## src/rtl/psd_pkg.sv

```systemverilog
// Shared widths and the ratio type for the pulse-swallow feedback divider.
// Assumes a fixed 64/65 external prescaler; only the counter widths vary.
package psd_pkg;
    localparam int A_W     = 6;            // swallow counter width
    localparam int N_W     = 12;           // main counter width
    localparam int RATIO_W = N_W + A_W;    // written ratio word width

    // Ratio word: N in the upper field, A in the lower field.
    typedef struct packed {
        logic [N_W-1:0] n;
        logic [A_W-1:0] a;
    } ratio_t;
endpackage

```

## src/rtl/psd_ratio_buf.sv

```systemverilog
// Holding register for the next (N, A) pair. It is written at any time.
// The counters read it only at their wrap edge, so a write that coincides
// with a wrap edge is seen at the following wrap. Assumes writes are
// synchronous to the prescaler output clock.
module psd_ratio_buf
    import psd_pkg::*;
#(
    parameter int DEF_N = 8,
    parameter int DEF_A = 3
) (
    input  logic   clk,
    input  logic   rst_n,
    input  logic   wr_en,
    input  ratio_t wr_ratio,
    output ratio_t hold_q
);
    localparam logic [N_W-1:0] RST_N_VAL = N_W'(DEF_N);
    localparam logic [A_W-1:0] RST_A_VAL = A_W'(DEF_A);

    // Capture a new ratio on a write; keep it otherwise.
    always_ff @(posedge clk) begin
        if (!rst_n) begin
            hold_q.n <= RST_N_VAL;
            hold_q.a <= RST_A_VAL;
        end else if (wr_en) begin
            hold_q <= wr_ratio;
        end
    end

    // a written pair must be legal (N at least 1, A no larger than N)
    a_r2_legal_write: assert property (@(posedge clk) disable iff (!rst_n)
        wr_en |-> (wr_ratio.n != '0) && ({{(N_W-A_W){1'b0}}, wr_ratio.a} <= wr_ratio.n));

    // without a write the held ratio does not move
    a_r6_hold_stable: assert property (@(posedge clk) disable iff (!rst_n)
        !wr_en |=> $stable(hold_q));
endmodule

```

## src/rtl/psd_main_cnt.sv

```systemverilog
// Main (N) counter. It counts prescaler pulses down from N to 1 and flags
// the wrap when it holds 1. At the wrap edge it reloads and registers the
// one-clock feedback pulse. Assumes the reload value is never zero.
module psd_main_cnt
    import psd_pkg::*;
#(
    parameter int DEF_N = 8
) (
    input  logic           clk,
    input  logic           rst_n,
    input  logic [N_W-1:0] reload_n,
    output logic [N_W-1:0] n_rem,
    output logic           wrap,
    output logic           fv_q
);
    localparam logic [N_W-1:0] ONE = N_W'(1);

    // Last period of the cycle: the next edge ends it.
    always_comb begin
        wrap = (n_rem == ONE);
    end

    // Count down, reload at the wrap, and register the feedback pulse.
    always_ff @(posedge clk) begin
        if (!rst_n) begin
            n_rem <= N_W'(DEF_N);
            fv_q  <= 1'b0;
        end else begin
            fv_q  <= wrap;
            n_rem <= wrap ? reload_n : (n_rem - ONE);
        end
    end

    // the pulse lasts one clock unless the cycle is a single period
    a_r5_fv_one_clock: assert property (@(posedge clk) disable iff (!rst_n)
        (fv_q && (n_rem != ONE)) |=> !fv_q);

    // the remaining count never reaches zero
    a_r2_n_nonzero: assert property (@(posedge clk) disable iff (!rst_n)
        n_rem != '0);
endmodule

```

## src/rtl/psd_swallow_cnt.sv

```systemverilog
// Swallow (A) counter. It counts the divide-by-65 periods at the start of
// each cycle. The prescaler selects divide-by-65 while the count is nonzero.
// The counter saturates at zero until the main counter wraps.
module psd_swallow_cnt
    import psd_pkg::*;
#(
    parameter int DEF_A = 3
) (
    input  logic           clk,
    input  logic           rst_n,
    input  logic           wrap,
    input  logic [A_W-1:0] reload_a,
    output logic [A_W-1:0] a_rem,
    output logic           mod_hi
);
    // Divide by 65 while swallow periods remain.
    always_comb begin
        mod_hi = (a_rem != '0);
    end

    // Reload at the wrap; otherwise count down to zero and stay there.
    always_ff @(posedge clk) begin
        if (!rst_n) begin
            a_rem <= A_W'(DEF_A);
        end else if (wrap) begin
            a_rem <= reload_a;
        end else if (a_rem != '0) begin
            a_rem <= a_rem - A_W'(1);
        end
    end

    // divide-by-65 can only start at the beginning of a cycle
    a_r3_mod_rise_at_wrap: assert property (@(posedge clk) disable iff (!rst_n)
        $rose(mod_hi) |-> $past(wrap));
endmodule

```

## src/rtl/psd_feedback_div.sv

```systemverilog
// Top of the pulse-swallow feedback divider. It is clocked by the 64/65
// prescaler output and drives the modulus select and the feedback pulse.
// One cycle lasts 64*N + A prescaler input edges. Assumes N >= 1, A <= N,
// and writes synchronous to clk.
module psd_feedback_div
    import psd_pkg::*;
#(
    parameter int DEF_N = 8,
    parameter int DEF_A = 3
) (
    input  logic               clk,
    input  logic               rst_n,
    input  logic               wr_en,
    input  logic [RATIO_W-1:0] wr_data,
    output logic               mod_sel,
    output logic               fv_pulse
);
    ratio_t         wr_ratio;
    ratio_t         hold_q;
    logic [N_W-1:0] n_rem;
    logic [A_W-1:0] a_rem;
    logic           wrap;
    logic           fv_q;
    logic           mod_hi;

    // Split the write word into its fields.
    always_comb begin
        wr_ratio = ratio_t'(wr_data);
    end

    psd_ratio_buf #(.DEF_N(DEF_N), .DEF_A(DEF_A)) u_buf (
        .clk      (clk),
        .rst_n    (rst_n),
        .wr_en    (wr_en),
        .wr_ratio (wr_ratio),
        .hold_q   (hold_q)
    );

    psd_main_cnt #(.DEF_N(DEF_N)) u_main (
        .clk      (clk),
        .rst_n    (rst_n),
        .reload_n (hold_q.n),
        .n_rem    (n_rem),
        .wrap     (wrap),
        .fv_q     (fv_q)
    );

    psd_swallow_cnt #(.DEF_A(DEF_A)) u_swallow (
        .clk      (clk),
        .rst_n    (rst_n),
        .wrap     (wrap),
        .reload_a (hold_q.a),
        .a_rem    (a_rem),
        .mod_hi   (mod_hi)
    );

    // Drive the outputs from the counter stages.
    always_comb begin
        mod_sel  = mod_hi;
        fv_pulse = fv_q;
    end

    // swallow periods left never exceed the periods left in the cycle
    a_r3_swallow_bound: assert property (@(posedge clk) disable iff (!rst_n)
        {{(N_W-A_W){1'b0}}, a_rem} <= n_rem);
endmodule

```

## config.mk

```make
export PLATFORM = sky130hd
export DESIGN_NAME = psd_feedback_div
export DESIGN_NICKNAME = d
export VERILOG_FILES = /design/src/rtl/psd_pkg.sv /design/src/rtl/psd_ratio_buf.sv /design/src/rtl/psd_main_cnt.sv /design/src/rtl/psd_swallow_cnt.sv /design/src/rtl/psd_feedback_div.sv
export SDC_FILE = /design/constraint.sdc
export NUM_CORES = 1
export LEC_CHECK = 0
export ABC_AREA = 1
export ABC_CLOCK_PERIOD_IN_PS = 3600
export CELL_PAD_IN_SITES_DETAIL_PLACEMENT = 1
export CELL_PAD_IN_SITES_GLOBAL_PLACEMENT = 2
export CORE_MARGIN = 8
export CORE_UTILIZATION = 33
export DETAILED_ROUTE_END_ITERATION = 12
export PLACE_DENSITY = 0.89
export SYNTH_ARGS = -nofsm -noshare
export SYNTH_HDL_FRONTEND = slang
export SYNTH_SLANG_ARGS = --single-unit
```

## constraint.sdc

```tcl
create_clock -name clk -period 3.6 [get_ports clk]
set_input_delay 0.72 -clock clk [delete_from_list [all_inputs] [get_ports clk]]
set_output_delay 0.72 -clock clk [all_outputs]
set_load 0.1 [all_outputs]
```

==> flow_summary.ini <==
[status]
status = finished clean

[detailed_routing]
dr.first_iter.drc_count = 54
firstDrtPassIters = 4
postRouteAntennaNets = 0
avgViaCountPerCell = 4.55
wl_per_cell_microns = 12.8
drt_drc_violations_left = 0
vias = 1610
wl_microns = 4520

[clock_tree]
clk_pin_slew_worst_paths_ns = 0.08
cts-hold-fix-buffers = 0
clock-root-buffer = clkbuf_8
insertion_delay_ns = 0.28
cts_tree = done
clock_sink_count = 37
postCtsSetupRepairBufs = 0
clock_path_buffers = 2
cts_resized = 0
cts_made_buffers = 5
cts-htree-levels = 2

[synthesis]
ys_seq_elements = 37
synth_edf_count = 0
synth_top_cell_by_area = dfxtp_1
synth_area_leaders = dfxtp_1 41%, nand2_1 12%, nor2_1 11%
yosysUniqueCellTypes = 24
synth_ff_type = dfxtp_1
async_reset_ff_share_pct = 0
synth_area_sq_um = 1800
synthCells = 257
yosysTopAreaCellShare_pct = 41.1
synth_warnings = 0
yosys.cell_count.top_type = nand2_1
syn_nets = 282
synth_common_cells = 59 x nand2_1, 55 x nor2_1, 37 x dfxtp_1
yosysSeqAreaShare_pct = 41.1
syn-mean-instance-area_sq_um = 7.01

[timing]
rsz0062_at_grt = false
fmax_ghz = 0.408
fin_crit_ns = 2.45
setup_violations = 0
tightest_slew_ns = 0.962
hold_violations = 0
fin_skew_ns = 0.00460
tns_ns = 0
fin_crit_sh_pct = 68.1
finalMaxSlewViolations = 0
setup_ws_ns = 1.15
relSlewSlack_pct = 35.7

[global_route]
grt_pass1_vias = 1716
grt_util_all_layers_pct = 11.8
grt_start_max_net_pins = 20
grt_antenna_before_repair = 0
grt_pass1_wl_microns = 8070
grt-ovfl-total = 0

[floorplan]
start_util_pct = 33.3
core_area_sq_um = 5410
fp.dieH_microns = 89.9
die_x_microns = 89.9
std_cell_rows = 27
die_area_sq_um = 8080
num_io_pins = 23

[run]
drv_cap = 0

[place]
port_buffers = 22
hpwl_microns = 3510
place_area_sq_um = 2090
dp.cells = 346
place_congestion = 0.795
dp_slack_ns = 0.846

[worst_setup_path]
path_delay_family = buffers and inverters
critPathArrivalTime_ns = 1.73
path_buf_inv = 1
reg2reg_from = u_main.n_rem[0]
cp-end-kind = output port
critPathKind = reg -> out
crit_path_max_incr_delay_ns = 1.12
cp_max_fo = 1
cp.required_ns = 2.88
crit_path_start = u_main.fv_q
worst_path_max_delay_cell = clkdlybuf4s50_1
critPathLaunchType = register
crit_chain = clkdlybuf4s50_1
r2r_slack_ns = 1.95

[power_and_ir_drop]
irDropWorstVdd_v = 0.000242
power.static_leakage_uw = 0.00103
p_per_area_nw_per_um2 = 721

[cells_and_area]
drive_gt1_share_pct = 8.51
num_antenna_cells = 0
utilization_pct = 40.9
stdcell_count = 354
nets = 306
area_delta_synth_final_pct = 22.6
final_area_sq_um = 2210

[min_path]
holdCritPathClass = reg -> reg
holdCritStartpoint = u_buf.hold_q[12]
through the flow:
stage               hold slack, ns  power (uW)
floorplan                    0.420        1070
global placement             0.439        1220
detailed placement           0.450        1230
CTS                          0.461        1610
global route                 0.482        1720
finish                       0.460        1590
where the power goes:
| group | leakage [uW] | internal [uW] | switching, uW |
|---|---|---|---|
| Combinational | 0.000668 | 228 | 411 |
| Sequential | 0.000306 | 498 | 80.5 |
| Clock | 0.0000585 | 226 | 147 |
| Total | 0.00103 | 953 | 639 |
worst paths after layout:
| check | to | cells after the start |
|---|---|---|
| min | u_main.n_rem[6] | 2 |
| max | fv_pulse | 1 |
| min reg2reg | u_main.n_rem[6] | 2 |
| max reg2reg | u_main.n_rem[10] | 7 |
area by class of cell:
type / instances / area (sq um)
fillers: 698 / 3200
multi-input cells: 188 / 938
flip-flops and latches: 37 / 741
repair buffers: 23 / 225
inverters: 26 / 97.6
well taps: 72 / 90.1
clock buffers: 7 / 86.3
clock inverters: 1 / 30.0
cell usage in the layout (no fill, tap or decap), types with 2 or more instances in the layout:
cell type / instances
a21oi_1: 2
buf_4: 2
clkbuf_8: 6
clkdlybuf4s50_1: 21
dfxtp_1: 37
ha_1: 4
inv_1: 25
nand2_1: 59
nand2_2: 3
nand2_4: 2
nand3_1: 23
nand3b_1: 3
nor2_1: 55
o21ai_0: 19
o21ai_2: 5
xnor2_1: 2
xor2_1: 5
routing by layer:
layer / track usage, % / wire (microns) / vias to the layer above
met5: 0 / 0 / -
met1: 15.4 / 2280 / 741
li1: - / - / 845
met4: 4.99 / 61 / 0
met3: 2.24 / 101 / 4
met2: 18.5 / 2070 / 20
registers in the layout, indices dropped and copies added (netlist names):
name             flops
u_main.n_rem        12
u_main.fv_q          1
u_buf.hold_q        18
u_swallow.a_rem      6
cells by family after synthesis:
logic type	after synthesis	share of synthesized area, %
AND/OR/NAND/NOR	150	37.2
flip-flops	37	41.1
buffers and inverters	32	6.80
AO/OA/AOI/OAI	27	8.75
XOR/XNOR	7	3.40
adder cells (fa/ha/maj)	4	2.78
No activity file was read; power rests on OpenSTA's default activity.
